[config.mk]
export PLATFORM = sky130hd
export DESIGN_NAME = atm_cell_delineator
export DESIGN_NICKNAME = d
export VERILOG_FILES = /design/src/rtl/cd_delin_pkg.sv /design/src/rtl/cd_hec_window.sv /design/src/rtl/cd_cell_pos.sv /design/src/rtl/cd_fsm.sv /design/src/rtl/atm_cell_delineator.sv
export SDC_FILE = /design/constraint.sdc
export NUM_CORES = 1
export LEC_CHECK = 0
export BUFFER_PORTS_ARGS = -buffer_cell sky130_fd_sc_hd__buf_4
export CORE_MARGIN = 2
export CORE_UTILIZATION = 55
export DETAILED_ROUTE_END_ITERATION = 7
export GPL_TIMING_DRIVEN = 0
export PLACE_DENSITY_LB_ADDON = 0.1
export SLEW_MARGIN = 20
export SYNTH_ARGS = -nofsm -noshare
export SYNTH_HDL_FRONTEND = slang
export SYNTH_SLANG_ARGS = --single-unit
[constraint.sdc]
create_clock -name clk_i -period 3.6 [get_ports clk_i]
set_input_delay 0.72 -clock clk_i [delete_from_list [all_inputs] [get_ports clk_i]]
set_output_delay 0.72 -clock clk_i [all_outputs]
set_load 0.03 [all_outputs]
[src/rtl/cd_delin_pkg.sv]
package cd_delin_pkg;

  typedef enum logic [1:0] {
    CD_HUNT = 2'd0,
    CD_PRE  = 2'd1,
    CD_SYNC = 2'd2
  } cd_state_e;

  localparam int unsigned HDR_BYTES = 4;
  localparam logic [7:0]  HEC_POLY  = 8'h07;
  localparam logic [7:0]  HEC_COSET = 8'h55;

  // Serial CRC-8, MSB first, zero start, coset added at the end
  function automatic logic [7:0] hec_of(input logic [8*HDR_BYTES-1:0] hdr);
    logic [7:0] crc;
    logic       fb;
    crc = 8'h00;
    for (int i = 8*HDR_BYTES-1; i >= 0; i--) begin
      fb  = crc[7] ^ hdr[i];
      crc = {crc[6:0], 1'b0} ^ (fb ? HEC_POLY : 8'h00);
    end
    return crc ^ HEC_COSET;
  endfunction

endpackage

[src/rtl/cd_hec_window.sv]
module cd_hec_window
  import cd_delin_pkg::*;
(
  input  logic       clk_i,
  input  logic       rst_ni,
  input  logic       vld_i,
  input  logic [7:0] byte_i,
  output logic       match_o
);
  localparam int unsigned WIN_W  = 8 * (HDR_BYTES + 1);
  localparam int unsigned FILL_W = $clog2(HDR_BYTES + 1);
  localparam logic [FILL_W-1:0] FILL_MAX = FILL_W'(HDR_BYTES);

  logic [WIN_W-1:0]  win_q, win_d;
  logic [FILL_W-1:0] fill_q;
  logic              win_full;

  assign win_d    = {win_q[WIN_W-9:0], byte_i};
  assign win_full = (fill_q == FILL_MAX);
  assign match_o  = vld_i && win_full && (hec_of(win_d[WIN_W-1:8]) == win_d[7:0]);

  always_ff @(posedge clk_i) begin
    if (!rst_ni) begin
      win_q  <= '0;
      fill_q <= '0;
    end else if (vld_i) begin
      win_q <= win_d;
      if (!win_full) fill_q <= fill_q + 1'b1;
    end
  end

  AST_WIN_SHIFT: assert property (@(posedge clk_i) disable iff (!rst_ni)
    vld_i |=> win_q[7:0] == $past(byte_i));
  AST_WIN_IDLE: assert property (@(posedge clk_i) disable iff (!rst_ni)
    !vld_i |=> $stable(win_q) && $stable(fill_q));

endmodule

[src/rtl/cd_cell_pos.sv]
module cd_cell_pos #(
  parameter int unsigned CELL_LEN = 53,
  parameter int unsigned HDR_POS  = 4
) (
  input  logic clk_i,
  input  logic rst_ni,
  input  logic vld_i,
  input  logic run_i,
  input  logic load_i,
  output logic hdr_slot_o,
  output logic start_slot_o
);
  localparam int unsigned POS_W = $clog2(CELL_LEN);
  localparam logic [POS_W-1:0] POS_LAST = POS_W'(CELL_LEN - 1);
  localparam logic [POS_W-1:0] POS_HDR  = POS_W'(HDR_POS);

  logic [POS_W-1:0] pos_q, pos_next;
  logic             step;

  assign step         = vld_i && run_i;
  assign pos_next     = (pos_q == POS_LAST) ? '0 : pos_q + 1'b1;
  assign hdr_slot_o   = step && (pos_next == POS_HDR);
  assign start_slot_o = step && (pos_next == '0);

  always_ff @(posedge clk_i) begin
    if (!rst_ni)     pos_q <= '0;
    else if (load_i) pos_q <= POS_HDR;
    else if (step)   pos_q <= pos_next;
  end

  AST_POS_RANGE: assert property (@(posedge clk_i) disable iff (!rst_ni)
    pos_q <= POS_LAST);
  AST_POS_IDLE: assert property (@(posedge clk_i) disable iff (!rst_ni)
    !vld_i |=> $stable(pos_q));

endmodule

[src/rtl/cd_fsm.sv]
module cd_fsm
  import cd_delin_pkg::*;
#(
  parameter int unsigned THR_W = 5
) (
  input  logic             clk_i,
  input  logic             rst_ni,
  input  logic             vld_i,
  input  logic             match_i,
  input  logic             hdr_slot_i,
  input  logic             start_slot_i,
  input  logic [THR_W-1:0] alpha_i,
  input  logic [THR_W-1:0] delta_i,
  output logic             run_o,
  output logic             load_o,
  output logic             cell_start_o,
  output logic             delin_o,
  output logic             delin_tgl_o
);
  localparam int unsigned CNT_W = THR_W + 1;

  function automatic logic [CNT_W-1:0] thr_eff(input logic [THR_W-1:0] raw);
    return (raw == '0) ? CNT_W'(1) : {1'b0, raw};
  endfunction

  cd_state_e        state_q, state_d;
  logic [CNT_W-1:0] cnt_q, cnt_d, cnt_inc;
  logic [CNT_W-1:0] alpha_eff, delta_eff;
  logic             sync_d;

  assign alpha_eff = thr_eff(alpha_i);
  assign delta_eff = thr_eff(delta_i);
  assign cnt_inc   = cnt_q + 1'b1;
  assign run_o     = (state_q != CD_HUNT);
  assign load_o    = (state_q == CD_HUNT) && match_i;
  assign sync_d    = (state_d == CD_SYNC);

  always_comb begin
    state_d = state_q;
    cnt_d   = cnt_q;
    unique case (state_q)
      CD_HUNT: if (match_i) begin
        state_d = CD_PRE;
        cnt_d   = '0;
      end
      CD_PRE: if (hdr_slot_i) begin
        if (!match_i) begin
          state_d = CD_HUNT;
          cnt_d   = '0;
        end else if (cnt_inc >= delta_eff) begin
          state_d = CD_SYNC;
          cnt_d   = '0;
        end else begin
          cnt_d = cnt_inc;
        end
      end
      CD_SYNC: if (hdr_slot_i) begin
        if (match_i) begin
          cnt_d = '0;
        end else if (cnt_inc >= alpha_eff) begin
          state_d = CD_HUNT;
          cnt_d   = '0;
        end else begin
          cnt_d = cnt_inc;
        end
      end
      default: begin
        state_d = CD_HUNT;
        cnt_d   = '0;
      end
    endcase
  end

  always_ff @(posedge clk_i) begin
    if (!rst_ni) begin
      state_q      <= CD_HUNT;
      cnt_q        <= '0;
      cell_start_o <= 1'b0;
      delin_o      <= 1'b0;
      delin_tgl_o  <= 1'b0;
    end else begin
      state_q      <= state_d;
      cnt_q        <= cnt_d;
      cell_start_o <= start_slot_i;
      delin_o      <= sync_d;
      delin_tgl_o  <= sync_d != (state_q == CD_SYNC);
    end
  end

  AST_HUNT_EXIT: assert property (@(posedge clk_i) disable iff (!rst_ni)
    (state_q == CD_HUNT) && match_i |=> state_q == CD_PRE);
  AST_PRE_DROP: assert property (@(posedge clk_i) disable iff (!rst_ni)
    (state_q == CD_PRE) && hdr_slot_i && !match_i |=> state_q == CD_HUNT);
  AST_SYNC_GOOD_CLEARS: assert property (@(posedge clk_i) disable iff (!rst_ni)
    (state_q == CD_SYNC) && hdr_slot_i && match_i |=> cnt_q == '0);
  AST_DELIN_LEVEL: assert property (@(posedge clk_i) disable iff (!rst_ni)
    delin_o == (state_q == CD_SYNC));
  AST_TGL_EDGE: assert property (@(posedge clk_i) disable iff (!rst_ni)
    delin_tgl_o == (delin_o != $past(delin_o)));
  AST_IDLE_HOLD: assert property (@(posedge clk_i) disable iff (!rst_ni)
    !vld_i |=> $stable(state_q) && !cell_start_o);

endmodule

[src/rtl/atm_cell_delineator.sv]
module atm_cell_delineator #(
  parameter int unsigned CELL_LEN = 53,
  parameter int unsigned THR_W    = 5,
  parameter int unsigned CFG_W    = 16
) (
  input  logic             clk_i,
  input  logic             rst_ni,
  input  logic [7:0]       rx_byte_i,
  input  logic             rx_vld_i,
  input  logic [CFG_W-1:0] cfg_i,
  output logic             cell_start_o,
  output logic             delin_o,
  output logic             delin_tgl_o
);
  localparam int unsigned ALPHA_LSB = 0;
  localparam int unsigned DELTA_LSB = THR_W;
  localparam int unsigned HDR_POS   = cd_delin_pkg::HDR_BYTES;

  logic match, hdr_slot, start_slot, run, load;
  logic unused_rsvd;

  assign unused_rsvd = ^cfg_i[CFG_W-1:2*THR_W];

  cd_hec_window u_win (
    .clk_i   (clk_i),
    .rst_ni  (rst_ni),
    .vld_i   (rx_vld_i),
    .byte_i  (rx_byte_i),
    .match_o (match)
  );

  cd_cell_pos #(.CELL_LEN(CELL_LEN), .HDR_POS(HDR_POS)) u_pos (
    .clk_i        (clk_i),
    .rst_ni       (rst_ni),
    .vld_i        (rx_vld_i),
    .run_i        (run),
    .load_i       (load),
    .hdr_slot_o   (hdr_slot),
    .start_slot_o (start_slot)
  );

  cd_fsm #(.THR_W(THR_W)) u_fsm (
    .clk_i        (clk_i),
    .rst_ni       (rst_ni),
    .vld_i        (rx_vld_i),
    .match_i      (match),
    .hdr_slot_i   (hdr_slot),
    .start_slot_i (start_slot),
    .alpha_i      (cfg_i[ALPHA_LSB +: THR_W]),
    .delta_i      (cfg_i[DELTA_LSB +: THR_W]),
    .run_o        (run),
    .load_o       (load),
    .cell_start_o (cell_start_o),
    .delin_o      (delin_o),
    .delin_tgl_o  (delin_tgl_o)
  );

  AST_NO_START_IN_RESET: assert property (@(posedge clk_i)
    !rst_ni |=> !cell_start_o && !delin_o && !delin_tgl_o);

endmodule

==> results.ini <==
[sta]
setup_tns_ps=0
worst_slew_pin_slew_ps=998
period_share_pct=98.4
finalSetupViolations=0
final_hold_viol_count=0
slew_headroom_pct=32.5
drv_slew=0
period_needed_ps=3540
rsz0062_at_grt=yes
max_clock_freq_mhz=282
skew_ps=6.71

[detailed_routing]
highest_layer=met4
avgRoutedWirePerCell_um=15.4
wl_met3_um=197
via_per_inst=5.22
m1WireLength_um=3840
ant_nets=0
drc=0
wl_met2_um=4200
vias=2858
firstDrtPassIters=4
drt-initial-drc-count=100
drt-total-wl_um=8440

[global_routing]
grt_overflow=0
antenna_found_initial=0
gr-usage-all-layers_pct=22.4
grt_start_max_net_pins=16
grt_pass1_wl_um=13400
grt_pass1_vias=2720

[finish]
insertedDiodeCount=0
area_growth_pct=13.9
fin_nets=493
final_area_um2=4550
drive_gt1_share_pct=16.5
fill_cells=611

[status]
status=finished, final reports clean

[min_path]
hp-class=reg2reg
holdCritStartpoint=u_fsm.cnt_q[4]$_SDFFE_PN0P_
holdPathEnd=u_fsm.cnt_q[4]$_SDFFE_PN0P_
hold_depth=2

[worst_setup_path]
cp_max_fo=6
r2r_end=u_fsm.delin_tgl_o$_SDFF_PN0_
start_kind=register
reg2reg_from=u_win.win_q[27]$_SDFFE_PN0P_
r2r_setup_slack_ps=60
crit_type=reg2reg
reg2regPathDepth=14
cp.arrival_ps=3790
cp.required_ps=3850
cp-end-kind=register
crit_path_start=u_win.win_q[27]$_SDFFE_PN0P_

[clock_tree]
path_clk_slew_ps=100
clk_path_buf_depth=2
htree_levels=2
cts_made_buffers=5
clk_latency_ps=310
cts_hold_buf=0
root_buffer=clkbuf_8
cts_tree=yes
cts_sinks=52

[synth]
synth_async_sr_flop_share_pct=0
synth_area_leader_cell=dfxtp_1
synth.avg_cell_area_um2=9.86
syn_inst=405
yosys_most_used_dff=dfxtp_1
syn-num-nets=451
syn_area_um2=3990
synth_common_cells=dfxtp_1 (52), xnor2_1 (45), mux2i_1 (40)
yosysTopAreaCellShare_pct=26.1
synth_edf_count=0
yosys-top-cells-area=dfxtp_1 (26%), xnor3_1 (10%), mux2i_1 (10%)
yosysWarnings=0
synth.most_common_cell=dfxtp_1
yosys_register_bits=52
seq_area_frac_synth_pct=26.1
yosysUniqueCellTypes=50

[power_and_ir_drop]
peakVddDrop_mv=0.155
power_density_nw_per_um2=305
leakagePower_nw=2.04
p_total_mw=1.39

[placement]
hpwl_um=6230
post_dp_cell_area_um2=4290
portBuffers=23
finalWeightedCongestion=0.857

[floorplan]
dieArea_um2=7960
core_area_um2=7140
io_pins=30
num_rows=31
initial_core_util_pct=56.0
die-width_um=89.2
die_h_um=89.2

[flow_run]
max_cap_viol_count=0

-- sequential cells by signal (all words and copies together) (netlist names) --
signal	count
u_win.fill_q	3
u_fsm.delin_o	1
u_pos.pos_q	6
u_fsm.delin_tgl_o	1
u_fsm.state_q	2
u_win.win_q	32
u_fsm.cell_start_o	1
u_fsm.cnt_q	6
-- cells by family after synthesis --
| family | count (synthesis) | synth area share (%) |
|---|---|---|
| adders and majority gates | 19 | 5.95 |
| AOI/OAI and AO/OA | 48 | 8.46 |
| DFF | 52 | 26.1 |
| and+or+nand+nor | 118 | 16.7 |
| muxes | 40 | 10.0 |
| xor gates and xnor gates | 86 | 28.4 |
| buffers and inverters | 42 | 4.32 |
-- where the power goes --
part | switching, mW | leakage (nW) | internal, mW
logic | 0.189 | 1.57 | 0.241
registers | 0.0144 | 0.423 | 0.588
clock network | 0.200 | 0.0510 | 0.154
-- critical path, stage by stage, from the launching register on --
cell      delay, ps
dfxtp_2         330
buf_6           130
xor3_1          370
xnor3_1         370
xor3_2          440
buf_4           150
xor2_1          140
and2_1          150
mux2i_2         220
nor4b_4          70
buf_4           170
buf_4           140
a211o_1         270
a211oi_2        300
mux2i_1         210
-- worst max-delay path by stage --
stage,to,slack [ps],cells past startpoint
final,u_fsm.delin_tgl_o$_SDFF_PN0_,60,14
after CTS,u_fsm.cnt_q[1]$_SDFFE_PN0P_,10,12
after floorplan,u_fsm.cnt_q[1]$_SDFFE_PN0P_,60,10
after global routing,u_fsm.cnt_q[1]$_SDFFE_PN0P_,-150,12
after detailed placement,u_fsm.cnt_q[1]$_SDFFE_PN0P_,-470,10
after global placement,u_fsm.cnt_q[1]$_SDFFE_PN0P_,-420,10
-- final cells by class --
cell class,count,area [um2],area share [%]
Multi-Input combinational cell,311,2840,62.4
Timing Repair Buffer,36,270,5.94
Buffer,19,97.6,2.15
Tap cell,99,124,2.72
Clock buffer,6,82.6,1.82
Clock inverter,2,10.0,0.220
Inverter,22,82.6,1.82
Sequential cell,52,1040,23.0
-- layout by cell type (no fill, tap or decap), types with 6 or more instances in the layout --
| cell | netlist | routed |
|---|---|---|
| nor3_1 | 6 | 6 |
| xor2_1 | 13 | 11 |
| clkbuf_1 | 13 | 12 |
| dfxtp_1 | 52 | 49 |
| buf_4 | 0 | 36 |
| nand3_1 | 9 | 9 |
| nor2_1 | 17 | 17 |
| ha_1 | 19 | 19 |
| nand2_1 | 21 | 21 |
| xnor3_1 | 18 | 16 |
| xnor2_1 | 45 | 41 |
| inv_1 | 22 | 22 |
| nor2b_1 | 36 | 36 |
| mux2i_1 | 40 | 38 |
| clkbuf_8 | 0 | 6 |
| xnor2_2 | 2 | 6 |
| a21oi_1 | 14 | 14 |
-- through the flow --
step                worst slack [ps]  cells  hold slack [ps]  util (%)
floorplan                       60.0    405              457         -
global placement                -424    527              477      60.1
detailed placement              -468    527              484      60.1
CTS                             14.8    540              497      62.3
global route                    -145    547              514      63.7
finish                          56.9    547              480      63.7
-- per-layer routing --
metal / global-route usage (%) / up-vias
met2: 39.4 / 45
met4: 7.19 / 0
li1: - / 1467
met3: 3.69 / 13
met5: 0 / -
met1: 27.9 / 1333
-- repair_timing --
action	4_1_cts	5_1_grt
cloned	0	0
buffers inserted	6	7
pin swaps	5	11
endpoints found under the setup margin	9	5
resized for setup	4	17
No activity file was read; power rests on OpenSTA's default activity.
